[config.mk]
export PLATFORM = sky130hd
export DESIGN_NAME = adc_seq
export DESIGN_NICKNAME = d
export VERILOG_FILES = /design/src/rtl/adc_seq_pkg.sv /design/src/rtl/adc_phase_gen.sv /design/src/rtl/adc_trig_sel.sv /design/src/rtl/adc_seq_fsm.sv /design/src/rtl/adc_seq.sv
export SDC_FILE = /design/constraint.sdc
export NUM_CORES = 1
export LEC_CHECK = 0
export BUFFER_PORTS_ARGS = -buffer_cell sky130_fd_sc_hd__buf_4
export CAP_MARGIN = 15
export CORE_ASPECT_RATIO = 1.5
export CORE_MARGIN = 4
export CORE_UTILIZATION = 45
export CTS_BUF_LIST = sky130_fd_sc_hd__clkbuf_8
export CTS_CLUSTER_SIZE = 20
export DETAILED_ROUTE_END_ITERATION = 8
export PLACE_DENSITY = 0.71
export SLEW_MARGIN = 20
export SYNTH_ARGS = -nofsm -noshare
export SYNTH_HDL_FRONTEND = slang
export SYNTH_SLANG_ARGS = --single-unit
export TNS_END_PERCENT = 1
[constraint.sdc]
create_clock -name clk -period 1.9 [get_ports clk]
set_clock_uncertainty 0.15 [all_clocks]
set_input_delay 0.57 -clock clk [delete_from_list [all_inputs] [get_ports clk]]
set_output_delay 0.57 -clock clk [all_outputs]
set_load 0.01 [all_outputs]
[src/rtl/adc_seq_pkg.sv]
package adc_seq_pkg;
  typedef enum logic [1:0] {
    ST_IDLE = 2'd0,
    ST_DLY  = 2'd1,
    ST_SAMP = 2'd2,
    ST_CONV = 2'd3
  } seq_st_e;

  localparam logic [1:0] MD_SINGLE = 2'd0;
  localparam logic [1:0] MD_MULTI  = 2'd1;
  localparam logic [1:0] MD_SCAN   = 2'd2;

  localparam logic [3:0] TS_EXT = 4'd1;
  localparam logic [3:0] TS_MTR = 4'd2;
  localparam logic [3:0] TS_TMR = 4'd3;
endpackage

[src/rtl/adc_phase_gen.sv]
module adc_phase_gen #(
  parameter int PH_DIV = 4
) (
  input  logic clk,
  input  logic rst_n,
  output logic ph_wrap
);
  localparam int PW = (PH_DIV > 1) ? $clog2(PH_DIV) : 1;
  localparam logic [PW-1:0] PH_LAST = PW'(PH_DIV - 1);

  logic [PW-1:0] ph_q, ph_d;

  always_comb begin
    ph_wrap = (ph_q == PH_LAST);
    ph_d    = ph_wrap ? '0 : ph_q + 1'b1;
  end

  always_ff @(posedge clk or negedge rst_n) begin
    if (!rst_n) ph_q <= '0;
    else        ph_q <= ph_d;
  end
endmodule

[src/rtl/adc_trig_sel.sv]
module adc_trig_sel
  import adc_seq_pkg::*;
#(
  parameter int TS_W = 4
) (
  input  logic            clk,
  input  logic            rst_n,
  input  logic [TS_W-1:0] trig_sel,
  input  logic            ext_trig,
  input  logic            mtr_trig,
  input  logic            tmr_trig,
  output logic            hw_req
);
  localparam int NSRC = 3;

  logic [NSRC-1:0] src, prev_q, rise;

  assign src  = {tmr_trig, mtr_trig, ext_trig};
  assign rise = src & ~prev_q;

  always_comb begin
    case (trig_sel)
      TS_W'(TS_EXT): hw_req = rise[0];
      TS_W'(TS_MTR): hw_req = rise[1];
      TS_W'(TS_TMR): hw_req = rise[2];
      default:       hw_req = 1'b0;
    endcase
  end

  always_ff @(posedge clk or negedge rst_n) begin
    if (!rst_n) prev_q <= '0;
    else        prev_q <= src;
  end
endmodule

[src/rtl/adc_seq_fsm.sv]
module adc_seq_fsm
  import adc_seq_pkg::*;
#(
  parameter int CH_W     = 3,
  parameter int SAMP_CYC = 6,
  parameter int CONV_CYC = 16
) (
  input  logic            clk,
  input  logic            rst_n,
  input  logic            sw_start,
  input  logic            hw_req,
  input  logic            sw_stop,
  input  logic            ph_wrap,
  input  logic [1:0]      mode,
  input  logic [CH_W-1:0] chan_sel,
  output logic            start_bit,
  output logic            busy,
  output logic            sh_strobe,
  output logic            conv_strobe,
  output logic            done,
  output logic [CH_W-1:0] chan_idx
);
  localparam int CNT_MAX = (SAMP_CYC > CONV_CYC) ? SAMP_CYC : CONV_CYC;
  localparam int CW      = $clog2(CNT_MAX);
  localparam logic [CW-1:0] SAMP_LAST = CW'(SAMP_CYC - 1);
  localparam logic [CW-1:0] CONV_LAST = CW'(CONV_CYC - 1);

  seq_st_e         st_q, st_d;
  logic [CW-1:0]   cnt_q, cnt_d;
  logic [CH_W-1:0] ch_q, ch_d, last_q, last_d;
  logic            scan_q, scan_d, start_q, start_d, done_q, done_d;
  logic            start_req, group;

  assign start_req = sw_start | hw_req;
  assign group     = (mode == MD_MULTI) || (mode == MD_SCAN);

  always_comb begin
    st_d    = st_q;
    cnt_d   = cnt_q;
    ch_d    = ch_q;
    last_d  = last_q;
    scan_d  = scan_q;
    start_d = start_q;
    done_d  = 1'b0;
    unique case (st_q)
      ST_IDLE: begin
        if (start_req) begin
          st_d    = ST_DLY;
          start_d = 1'b1;
          cnt_d   = '0;
          scan_d  = (mode == MD_SCAN);
          last_d  = chan_sel;
          ch_d    = group ? '0 : chan_sel;
        end
      end
      ST_DLY: begin
        if (ph_wrap) begin
          st_d  = ST_SAMP;
          cnt_d = '0;
        end
      end
      ST_SAMP: begin
        if (cnt_q == SAMP_LAST) begin
          st_d  = ST_CONV;
          cnt_d = '0;
        end else begin
          cnt_d = cnt_q + 1'b1;
        end
      end
      ST_CONV: begin
        if (cnt_q == CONV_LAST) begin
          cnt_d = '0;
          if (ch_q != last_q) begin
            ch_d = ch_q + 1'b1;
            st_d = ST_SAMP;
          end else if (scan_q) begin
            ch_d = '0;
            st_d = ST_SAMP;
          end else begin
            st_d    = ST_IDLE;
            start_d = 1'b0;
            done_d  = 1'b1;
          end
        end else begin
          cnt_d = cnt_q + 1'b1;
        end
      end
      default: st_d = ST_IDLE;
    endcase
    if (sw_stop) begin
      st_d    = ST_IDLE;
      start_d = 1'b0;
      done_d  = 1'b0;
    end
  end

  always_ff @(posedge clk or negedge rst_n) begin
    if (!rst_n) begin
      st_q    <= ST_IDLE;
      cnt_q   <= '0;
      ch_q    <= '0;
      last_q  <= '0;
      scan_q  <= 1'b0;
      start_q <= 1'b0;
      done_q  <= 1'b0;
    end else begin
      st_q    <= st_d;
      cnt_q   <= cnt_d;
      ch_q    <= ch_d;
      last_q  <= last_d;
      scan_q  <= scan_d;
      start_q <= start_d;
      done_q  <= done_d;
    end
  end

  assign start_bit   = start_q;
  assign busy        = (st_q != ST_IDLE);
  assign sh_strobe   = (st_q == ST_SAMP);
  assign conv_strobe = (st_q == ST_CONV);
  assign done        = done_q;
  assign chan_idx    = ch_q;
endmodule

[src/rtl/adc_seq.sv]
module adc_seq
  import adc_seq_pkg::*;
#(
  parameter int CH_W     = 3,
  parameter int TS_W     = 4,
  parameter int PH_DIV   = 4,
  parameter int SAMP_CYC = 6,
  parameter int CONV_CYC = 16
) (
  input  logic            clk,
  input  logic            rst_n,
  input  logic            sw_start,
  input  logic            sw_stop,
  input  logic [TS_W-1:0] trig_sel,
  input  logic [CH_W-1:0] chan_sel,
  input  logic [1:0]      mode,
  input  logic            ext_trig,
  input  logic            mtr_trig,
  input  logic            tmr_trig,
  output logic            start_bit,
  output logic            busy,
  output logic            sh_strobe,
  output logic            conv_strobe,
  output logic            done,
  output logic [CH_W-1:0] chan_idx
);
  logic ph_wrap, hw_req;

  adc_phase_gen #(.PH_DIV(PH_DIV)) u_phase (
    .clk     (clk),
    .rst_n   (rst_n),
    .ph_wrap (ph_wrap)
  );

  adc_trig_sel #(.TS_W(TS_W)) u_trig (
    .clk      (clk),
    .rst_n    (rst_n),
    .trig_sel (trig_sel),
    .ext_trig (ext_trig),
    .mtr_trig (mtr_trig),
    .tmr_trig (tmr_trig),
    .hw_req   (hw_req)
  );

  adc_seq_fsm #(
    .CH_W     (CH_W),
    .SAMP_CYC (SAMP_CYC),
    .CONV_CYC (CONV_CYC)
  ) u_fsm (
    .clk         (clk),
    .rst_n       (rst_n),
    .sw_start    (sw_start),
    .hw_req      (hw_req),
    .sw_stop     (sw_stop),
    .ph_wrap     (ph_wrap),
    .mode        (mode),
    .chan_sel    (chan_sel),
    .start_bit   (start_bit),
    .busy        (busy),
    .sh_strobe   (sh_strobe),
    .conv_strobe (conv_strobe),
    .done        (done),
    .chan_idx    (chan_idx)
  );
endmodule

==> results_dict.tcl <==
set metrics [dict create \
    status "finished, final reports clean" \
    irDropWorstVdd_uv 523 \
    clkLatencyLatePin_ps 250 \
    regArea_um2 500 \
    cp_top_family "compound AO/OA/AOI/OAI gates" \
    synth_nets 117 \
    num_rows 20 \
    cp.arrival_ps 1840 \
    core_area_um2 2100 \
    dr.pass1.iters 4 \
    utilization_pct 63.4 \
    num_vias 791 \
    hold_slack_ps 35.9 \
    slew_viol_final 0 \
    tightest_slew_ps 342 \
    setup_violations 0 \
    hold_buffers 0 \
    area_growth_pct 30.0 \
    syn_area_per_cell_um2 10.7 \
    ioPinCount 24 \
    syn-instance-count 96 \
    crit_chain "buf_4, a311o_1, a211o_4, o21a_4, a221o_1" \
    wirelength_um 2040 \
    root_buffer "clkbuf_8" \
    rrSetupSlack_ps 60 \
    grt_pass1_wl_um 3530 \
    ant_nets 0 \
    critical_path.slowest_cell "a311o_1" \
    synth_enable_flop_cells 0 \
    clk_pin_slew_ps 70 \
    ys_async_sr_fraction_pct 100 \
    synth-seq-area-share_pct 48.8 \
    drt_iter0_drc 11 \
    io_buffers 23 \
    endpoint_kind "flip-flop" \
    drive_above_1_share_pct 34.9 \
    grt_pass1_vias 854 \
    final_area_um2 1330 \
    die_area_um2 3120 \
    antenna_found_initial 0 \
    fin_crit_sh_pct 97.5 \
    ys_ff_latch 20 \
    power_leakage_nw 0.663 \
    nFillCells 186 \
    numCtsBuffers 3 \
    drv_cap 0 \
    track_usage_pct 15.4 \
    dp.final_hpwl_um 1600 \
    slowest_delay_ps 370 \
    synth_area_um2 1020 \
    timing.final.crit_period_ps 1850 \
    dpl_cell_area_um2 1260 \
    die_width_um 47.0 \
    yosys_most_used_dff "dfrtp_1" \
    synth_cell_type_count 30 \
    clock_sinks 20 \
    startpoint_type "input port" \
    slew_headroom_pct 77.2 \
    via_per_inst 5.24 \
    finalPower_mw 1.17 \
    n_antenna_cell 0 \
    fmax_ghz 0.540 \
    hold_viol_final 0 \
    cts_max_level 1 \
    crit_buf_inv 1 \
    rsz0062_at_grt "false" \
    fp.dieH_um 66.4 \
    final_common_cell "buf_4" \
    start_util_pct 48.8 \
    grt_max_degree 21 \
    min_path_type "in2async" \
    finalNetCount 151 \
    most-common-layout-cells "buf_4, dfrtp_1, nor2_1" \
    crit_fanout 3 \
    pre_cts_slack_ps -212 \
    gr-total-overflow 0 \
    post-route-drc-count 0 \
    criticalPathCategory "in2reg" \
    globalplace.congestion 0.765 \
    multi_input_area_um2 502 \
    yosysWarnings 0 \
    post_drt_wl_per_cell_um 13.5 \
    powerDensity_nw_per_um2 881 \
    setup_ws_ps 47.6 \
    clk_path_buf_depth 2 \
    critPathRequiredTime_ps 1890 \
    tritoncts "yes" \
]
==> routing by layer <==
| metal | part of all wire (%) | wire, um | vias up | GRT usage (%) |
|---|---|---|---|---|
| met5 | 0 | 0 | - | 0 |
| met1 | 45 | 915 | 357 | 19.0 |
| met4 | 0.49 | 10 | 0 | 4.15 |
| met3 | 6.6 | 134 | 2 | 2.72 |
| li1 | - | - | 403 | - |
| met2 | 48 | 976 | 29 | 26.4 |
==> sequential cells by signal, summed over array words and instances (netlist names) <==
name / cells
u_fsm.start_bit: 1
u_trig.prev_q: 3
u_phase.ph_q: 2
u_fsm.done: 1
u_fsm.chan_idx: 3
u_fsm.st_q: 2
u_fsm.last_q: 3
u_fsm.scan_q: 1
u_fsm.cnt_q: 4
==> cell type report <==
cell class,instances,share of cell area [%]
clock buffer,4,4.13
timing repair buffer,30,16.9
multi-input combinational,69,37.7
sequential,20,37.6
inverter,6,1.69
tap,22,2.07
==> synth_stat cells, drive strengths merged (2+ instances only) <==
cell type | instances | area, um2
nand2b | 3 | 18.8
a22o | 2 | 17.5
mux2 | 6 | 67.6
o21ai | 4 | 20.0
inv | 6 | 22.5
nor2 | 10 | 37.5
a21oi | 4 | 20.0
xnor2 | 4 | 35.0
or2 | 2 | 12.5
ha | 5 | 62.6
dfrtp | 20 | 500
a21o | 2 | 15.0
nand3b | 2 | 15.0
nand3 | 5 | 25.0
nand2 | 6 | 22.5
==> power breakdown <==
part	switching (mW)	total (mW)	internal (mW)
Sequential	0.0506	0.531	0.480
Combinational	0.140	0.327	0.188
Clock	0.131	0.315	0.184
==> per-stage QoR <==
step	std cells	TNS, ps
after floorplan	96	-178
after global placement	146	-1260
after detailed placement	146	-1500
after CTS	151	0
after global routing	151	0
final	151	0
==> cells by family after synthesis <==
family,count (synthesis),share of synthesized area (%)
flip-flops,20,48.8
AO/OA/AOI/OAI,21,16.1
buffers and inverters,7,2.69
XOR/XNOR,5,4.27
AND/OR/NAND/NOR,32,15.4
adder cells (fa/ha/maj),5,6.11
multiplexers,6,6.59
==> worst paths after layout <==
kind | endpoint | startpoint | depth (start not counted)
min in group clk | u_phase.ph_q[0]$_DFF_PN0_ | u_phase.ph_q[0]$_DFF_PN0_ | 1
max in group asynchronous | u_fsm.last_q[2]$_DFFE_PN0P_ | rst_n | 1
setup reg to reg | u_fsm.chan_idx[0]$_DFFE_PN0P_ | u_trig.prev_q[2]$_DFF_PN0_ | 5
hold reg to reg | u_phase.ph_q[0]$_DFF_PN0_ | u_phase.ph_q[0]$_DFF_PN0_ | 1
hold / removal | u_trig.prev_q[0]$_DFF_PN0_ | rst_n | 1
setup / recovery | u_fsm.chan_idx[0]$_DFFE_PN0P_ | trig_sel[1] | 5
==> repair_timing <==
item	4_1_cts	5_1_grt
setup endpoints to repair	1	3
setup buffers	1	0
gates resized for setup	0	3
(Power assumes the default switching activity.)
